$ cat src/rtl/ea_pkg.sv
package ea_pkg;
  typedef enum logic [2:0] {
    ST_IDLE,
    ST_BASE,
    ST_EXT,
    ST_IDX,
    ST_IND,
    ST_DONE
  } ea_state_e;

  localparam logic [2:0] MD_REG     = 3'd0;
  localparam logic [2:0] MD_REG_DEF = 3'd1;
  localparam logic [2:0] MD_INC     = 3'd2;
  localparam logic [2:0] MD_INC_DEF = 3'd3;
  localparam logic [2:0] MD_DEC     = 3'd4;
  localparam logic [2:0] MD_DEC_DEF = 3'd5;
  localparam logic [2:0] MD_IDX     = 3'd6;
  localparam logic [2:0] MD_IDX_DEF = 3'd7;
endpackage

$ cat src/rtl/ea_adjust.sv
module ea_adjust #(
  parameter int DW   = 16,
  parameter int NREG = 8,
  localparam int RW  = $clog2(NREG)
) (
  input  logic [DW-1:0] val,
  input  logic [RW-1:0] reg_idx,
  input  logic          byte_op,
  input  logic          defer,
  input  logic          dec,
  output logic [DW-1:0] res
);
  localparam logic [RW-1:0] FIRST_WIDE = RW'(NREG - 2);

  logic          small_step;
  logic [DW-1:0] step;

  always_comb begin
    small_step = byte_op && !defer && (reg_idx < FIRST_WIDE);
    step       = small_step ? DW'(1) : DW'(2);
    res        = dec ? (val - step) : (val + step);
  end
endmodule

$ cat src/rtl/ea_ctrl.sv
module ea_ctrl
  import ea_pkg::*;
#(
  parameter int DW   = 16,
  parameter int NREG = 8,
  localparam int RW  = $clog2(NREG)
) (
  input  logic          clk,
  input  logic          rst_n,
  input  logic          req_valid,
  output logic          req_ready,
  input  logic [2:0]    req_mode,
  input  logic [RW-1:0] req_reg,
  input  logic          req_byte,
  output logic [RW-1:0] rf_raddr,
  input  logic [DW-1:0] rf_rdata,
  output logic          rf_we,
  output logic [RW-1:0] rf_waddr,
  output logic [DW-1:0] rf_wdata,
  output logic          mem_req,
  output logic [DW-1:0] mem_addr,
  input  logic          mem_ack,
  input  logic [DW-1:0] mem_rdata,
  output logic          adj_dec,
  output logic          adj_defer,
  output logic          adj_byte,
  output logic [RW-1:0] adj_reg,
  input  logic [DW-1:0] adj_res,
  output logic          done,
  output logic          res_is_reg,
  output logic [RW-1:0] res_reg,
  output logic [DW-1:0] res_addr,
  output logic          res_odd
);
  localparam logic [RW-1:0] PC_IDX = RW'(NREG - 1);

  ea_state_e     state_q, state_n;
  logic [2:0]    mode_q;
  logic [RW-1:0] reg_q;
  logic          byte_q;
  logic          isreg_q, isreg_n;
  logic [DW-1:0] ptr_q, ptr_n;
  logic [DW-1:0] ext_q, ext_n;
  logic [DW-1:0] idx_sum;

  always_ff @(posedge clk or negedge rst_n) begin
    if (!rst_n) begin
      state_q <= ST_IDLE;
      mode_q  <= '0;
      reg_q   <= '0;
      byte_q  <= 1'b0;
      isreg_q <= 1'b0;
      ptr_q   <= '0;
      ext_q   <= '0;
    end else begin
      state_q <= state_n;
      isreg_q <= isreg_n;
      ptr_q   <= ptr_n;
      ext_q   <= ext_n;
      if (req_valid && req_ready) begin
        mode_q <= req_mode;
        reg_q  <= req_reg;
        byte_q <= req_byte;
      end
    end
  end

  assign idx_sum   = rf_rdata + ext_q;
  assign adj_dec   = (state_q == ST_BASE) && mode_q[2] && !mode_q[1];
  assign adj_defer = mode_q[0];
  assign adj_byte  = byte_q;
  assign adj_reg   = rf_raddr;

  always_comb begin
    state_n   = state_q;
    isreg_n   = isreg_q;
    ptr_n     = ptr_q;
    ext_n     = ext_q;
    req_ready = 1'b0;
    rf_raddr  = reg_q;
    rf_we     = 1'b0;
    rf_waddr  = reg_q;
    rf_wdata  = adj_res;
    mem_req   = 1'b0;
    mem_addr  = ptr_q;
    done      = 1'b0;
    unique case (state_q)
      ST_IDLE: begin
        req_ready = 1'b1;
        if (req_valid) begin
          state_n = ST_BASE;
          isreg_n = 1'b0;
        end
      end
      ST_BASE: begin
        unique case (mode_q)
          MD_REG: begin
            isreg_n = 1'b1;
            state_n = ST_DONE;
          end
          MD_REG_DEF: begin
            ptr_n   = rf_rdata;
            state_n = ST_DONE;
          end
          MD_INC, MD_INC_DEF: begin
            rf_we   = 1'b1;
            ptr_n   = rf_rdata;
            state_n = mode_q[0] ? ST_IND : ST_DONE;
          end
          MD_DEC, MD_DEC_DEF: begin
            rf_we   = 1'b1;
            ptr_n   = adj_res;
            state_n = mode_q[0] ? ST_IND : ST_DONE;
          end
          default: state_n = ST_EXT;
        endcase
      end
      ST_EXT: begin
        rf_raddr = PC_IDX;
        rf_waddr = PC_IDX;
        mem_req  = 1'b1;
        mem_addr = rf_rdata;
        if (mem_ack) begin
          ext_n   = mem_rdata;
          rf_we   = 1'b1;
          state_n = ST_IDX;
        end
      end
      ST_IDX: begin
        ptr_n   = idx_sum;
        state_n = mode_q[0] ? ST_IND : ST_DONE;
      end
      ST_IND: begin
        mem_req = 1'b1;
        if (mem_ack) begin
          ptr_n   = mem_rdata;
          state_n = ST_DONE;
        end
      end
      ST_DONE: begin
        done    = 1'b1;
        state_n = ST_IDLE;
      end
      default: state_n = ST_IDLE;
    endcase
  end

  assign res_is_reg = isreg_q;
  assign res_reg    = reg_q;
  assign res_addr   = ptr_q;
  assign res_odd    = done && !isreg_q && !byte_q && ptr_q[0];


  mem_hold_chk: assert property (@(posedge clk) disable iff (!rst_n)
    mem_req && !mem_ack |=> mem_req && $stable(mem_addr));


  done_pulse_chk: assert property (@(posedge clk) disable iff (!rst_n)
    done |=> !done);


  busy_ready_chk: assert property (@(posedge clk) disable iff (!rst_n)
    req_valid && req_ready |=> !req_ready);


  step_size_chk: assert property (@(posedge clk) disable iff (!rst_n)
    rf_we |-> (DW'(rf_wdata - rf_rdata) == DW'(1) || DW'(rf_wdata - rf_rdata) == DW'(2) ||
               DW'(rf_rdata - rf_wdata) == DW'(1) || DW'(rf_rdata - rf_wdata) == DW'(2)));


  reg_not_odd_chk: assert property (@(posedge clk) disable iff (!rst_n)
    done && res_is_reg |-> !res_odd);


  reg_quiet_chk: assert property (@(posedge clk) disable iff (!rst_n)
    done && res_is_reg |-> $past(!rf_we && !mem_req));
endmodule

$ cat src/rtl/ea_sequencer.sv
module ea_sequencer #(
  parameter int DW   = 16,
  parameter int NREG = 8,
  localparam int RW  = $clog2(NREG)
) (
  input  logic          clk,
  input  logic          rst_n,
  input  logic          req_valid,
  output logic          req_ready,
  input  logic [2:0]    req_mode,
  input  logic [RW-1:0] req_reg,
  input  logic          req_byte,
  output logic [RW-1:0] rf_raddr,
  input  logic [DW-1:0] rf_rdata,
  output logic          rf_we,
  output logic [RW-1:0] rf_waddr,
  output logic [DW-1:0] rf_wdata,
  output logic          mem_req,
  output logic [DW-1:0] mem_addr,
  input  logic          mem_ack,
  input  logic [DW-1:0] mem_rdata,
  output logic          done,
  output logic          res_is_reg,
  output logic [RW-1:0] res_reg,
  output logic [DW-1:0] res_addr,
  output logic          res_odd
);
  logic          adj_dec;
  logic          adj_defer;
  logic          adj_byte;
  logic [RW-1:0] adj_reg;
  logic [DW-1:0] adj_res;

  ea_adjust #(.DW(DW), .NREG(NREG)) u_adjust (
    .val     (rf_rdata),
    .reg_idx (adj_reg),
    .byte_op (adj_byte),
    .defer   (adj_defer),
    .dec     (adj_dec),
    .res     (adj_res)
  );

  ea_ctrl #(.DW(DW), .NREG(NREG)) u_ctrl (
    .clk        (clk),
    .rst_n      (rst_n),
    .req_valid  (req_valid),
    .req_ready  (req_ready),
    .req_mode   (req_mode),
    .req_reg    (req_reg),
    .req_byte   (req_byte),
    .rf_raddr   (rf_raddr),
    .rf_rdata   (rf_rdata),
    .rf_we      (rf_we),
    .rf_waddr   (rf_waddr),
    .rf_wdata   (rf_wdata),
    .mem_req    (mem_req),
    .mem_addr   (mem_addr),
    .mem_ack    (mem_ack),
    .mem_rdata  (mem_rdata),
    .adj_dec    (adj_dec),
    .adj_defer  (adj_defer),
    .adj_byte   (adj_byte),
    .adj_reg    (adj_reg),
    .adj_res    (adj_res),
    .done       (done),
    .res_is_reg (res_is_reg),
    .res_reg    (res_reg),
    .res_addr   (res_addr),
    .res_odd    (res_odd)
  );
endmodule

$ cat config.mk
export PLATFORM = sky130hd
export DESIGN_NAME = ea_sequencer
export DESIGN_NICKNAME = d
export VERILOG_FILES = /design/src/rtl/ea_pkg.sv /design/src/rtl/ea_adjust.sv /design/src/rtl/ea_ctrl.sv /design/src/rtl/ea_sequencer.sv
export SDC_FILE = /design/constraint.sdc
export NUM_CORES = 1
export LEC_CHECK = 0
export ABC_AREA = 1
export BUFFER_PORTS_ARGS = -buffer_cell sky130_fd_sc_hd__buf_2
export CAP_MARGIN = 15
export CORE_UTILIZATION = 40
export CTS_CLUSTER_DIAMETER = 80
export CTS_CLUSTER_SIZE = 8
export DETAILED_ROUTE_END_ITERATION = 6
export SLEW_MARGIN = 20
export SYNTH_ARGS = -nofsm -noshare
export SYNTH_HDL_FRONTEND = slang
export SYNTH_HIERARCHICAL = 1
export SYNTH_SLANG_ARGS = --single-unit
$ cat constraint.sdc
create_clock -name clk -period 7.8 [get_ports clk]
set_clock_uncertainty 0.1 [all_clocks]
set_input_delay 1.56 -clock clk [delete_from_list [all_inputs] [get_ports clk]]
set_output_delay 1.56 -clock clk [all_outputs]
set_load 0.1 [all_outputs]
==> results.txt <==
Global-route wire length before repair -> 21.5 mm
Placeable Area -> 10900 µm²
Setup CP Type -> register to output port
Mux cell area share after synthesis -> 2.50%
Yosys cell types -> 40
Initial core utilization -> 41.3%
Status -> completed
Final period util -> 71.9%
Critical Path Sink Type -> output port
DIE WIDTH -> 108 µm
Vias per std cell -> 4.98
DRT iter0 DRCs -> 264
Commonest non-fill, non-tap cell in the layout -> nand2_1
Height of the die -> 108 µm
Async set or reset register ratio after synthesis -> 100%
RSZ-0062 raised after global routing -> false
Adder-cell area share of the yosys netlist -> 10.3%
FP Rows -> 38
HP Class -> register to register
#FFs+latches synth -> 43
Non-Filler Instances -> 933
Pin count of the biggest net entering global routing -> 44
Ant diodes -> 0
Ys Warns -> 6
CP max FO -> 15
Post-CTS Setup Inserts -> 0
Io pins -> 106
Largest family of logic cells by synthesized area -> simple AND/OR/NAND/NOR gates
Final hold slack -> 400 ps
Vias in the first global route -> 4380
Synthesized-area fraction occupied by and/or/nand/nor cells -> 34.8%
Clock tree buffer depth -> 2
Layout area overhead -> 12.7%
Most frequent cells in the layout -> nand2_1, inv_1, buf_2, nor2_1, dfrtp_1
Slowest CP cell -> nor3_2
Register area share after synthesis -> 23.9%
Crit path required time -> 6140 ps
Top_reg_cell synth -> dfrtp_1
Post-layout util -> 46.6%
H-tree lvl count -> 2
GPL Wtd Cong -> 0.865
Root buf cell -> clkbuf_8
Ratio of cells with drive above 1 in the final layout -> 19.0%
WL final -> 13.3 mm
Num Clock Sinks -> 43
Post-synthesis xor/xnor area fraction -> 1.75%
Placed cell count -> 925
Worst slew pin tran -> 1110 ps
Max transition margin -> 25.9%
MaxCap Viol Count -> 0
Slew Viols, Final -> 0
Period minus WS final -> 5610 ps
Vias post-DR -> 4649
CP cell instances -> inv_2 -> nand2_2 -> nor2_2 -> inv_1 -> nor3_2 -> nand2_1 -> fa_1 -> inv_1 -> nand3_1 -> nand3_1 -> nand3_1 -> nand3_1 -> nand2_1 -> nand2_1 -> buf_2
Final setup violation count -> 0
Die area -> 11700 µm²
DRC Markers -> 0
Critical path startpoint category -> register
I/O Buffers -> 105
Number of enable flip-flop cells after synthesis -> 0
TritonRoute pass-1 iters -> 5
Complex-gate fraction of the synthesized area -> 10.8%
Routed len/inst -> 14.3 µm
Syn Nets -> 794
Dpl hpwl -> 10.3 mm
Post-Syn Instances -> 715
Worst skew pair latency -> 320 ps
CTS clk-pin slew, worst paths -> 90 ps
Crit path DAT -> 3950 ps
Max incr delay on CP -> 840 ps
Post_cts resized -> 0
Max frequency -> 178 MHz
Final ANT Viol Nets -> 0
Average size of a mapped cell -> 6.29 µm²
Nets -> 871
Final Hold Fails -> 0
TritonCTS buffer count -> 5
CTS hold repair buffers -> 0
Syn Std Cell Area -> 4500 µm²
Most frequent CP cell -> nand3_1
Initial antenna violation count -> 0
Grt ovf -> 0
CTS tree -> done
Global router's overall resource usage -> 23.9%
Setup TNS -> 0 ps
-- layer usage --
layer / vias to the layer above / track usage, % / routed length, µm
li1: 2379 / - / -
met1: 2132 / 33.5 / 6540
met2: 124 / 37.9 / 5900
met3: 14 / 3.32 / 662
met4: 0 / 6.95 / 216
met5: - / 0 / 0
-- worst max-delay path: cells and delay by family (launching register included) --
kind	cells	cell delay [ps]
fa+ha+maj	1	490
simple gates	10	1920
buf+inv	4	750
flops	1	460
-- logic make-up (layout without fill, tap and decap cells) --
logic type | Yosys count | after routing
mux | 10 | 10
buf+inv | 160 | 238
xor+xnor | 9 | 9
compound gates | 88 | 88
simple gates | 369 | 369
flops | 43 | 43
fa+ha+maj | 36 | 36
-- through the flow --
stage | setup slack, ps | cell area, µm²
2_1_floorplan | 1360 | 4500
3_3_place_gp | 2700 | 4970
3_5_place_dp | 2560 | 4970
4_1_cts | 2190 | 5070
5_1_grt | 1950 | 5070
6_report | 2190 | 5070
-- synthesized netlist by cell type, types with 3 or more instances --
cell type / number / area (µm²)
inv_2: 3 / 11.3
nand3b_1: 3 / 22.5
or2_2: 6 / 37.5
buf_4: 23 / 173
nand2_2: 3 / 18.8
a21oi_1: 39 / 195
nand3_1: 38 / 190
ha_1: 34 / 425
xnor2_1: 4 / 35.0
o21ai_0: 35 / 175
xor2_1: 5 / 43.8
inv_1: 119 / 447
clkbuf_1: 4 / 15.0
dfrtp_1: 43 / 1080
nand2_1: 236 / 886
nand4_1: 5 / 31.3
nor3_1: 14 / 70.1
a211oi_1: 3 / 22.5
buf_2: 7 / 35.0
nor3_2: 5 / 50.1
mux2_2: 10 / 113
nor2_1: 52 / 195
-- final timing paths --
path | start | end | slack [ps] | cells after the start
min | u_ctrl/ext_q[13]$_DFFE_PN0P_ | u_ctrl/ext_q[13]$_DFFE_PN0P_ | 400 | 2
max in group asynchronous | rst_n | u_ctrl/mode_q[2]$_DFFE_PN0P_ | 6070 | 1
max reg2reg | u_ctrl/state_q[2]$_DFFE_PN0P_ | u_ctrl/res_addr[8]$_DFFE_PN0P_ | 3790 | 16
min in group asynchronous | rst_n | u_ctrl/res_addr[7]$_DFFE_PN0P_ | 1140 | 1
min reg2reg | u_ctrl/ext_q[13]$_DFFE_PN0P_ | u_ctrl/ext_q[13]$_DFFE_PN0P_ | 400 | 2
max | u_ctrl/state_q[2]$_DFFE_PN0P_ | rf_wdata[12] | 2190 | 15
-- final cells by class --
class | count | area [µm²]
Timing Repair Buffer | 107 | 543
Clock inverter | 2 | 16.3
Clock buffer | 6 | 82.6
Inverter | 123 | 464
Tap cell | 140 | 175
Sequential cell | 43 | 1080
Multi-Input combinational cell | 512 | 2720
Fill cell | 1200 | 5820
Power is left out: the tool's default activity adds up to more than one toggle a clock period on the data nets, which glitch-free logic cannot reach.
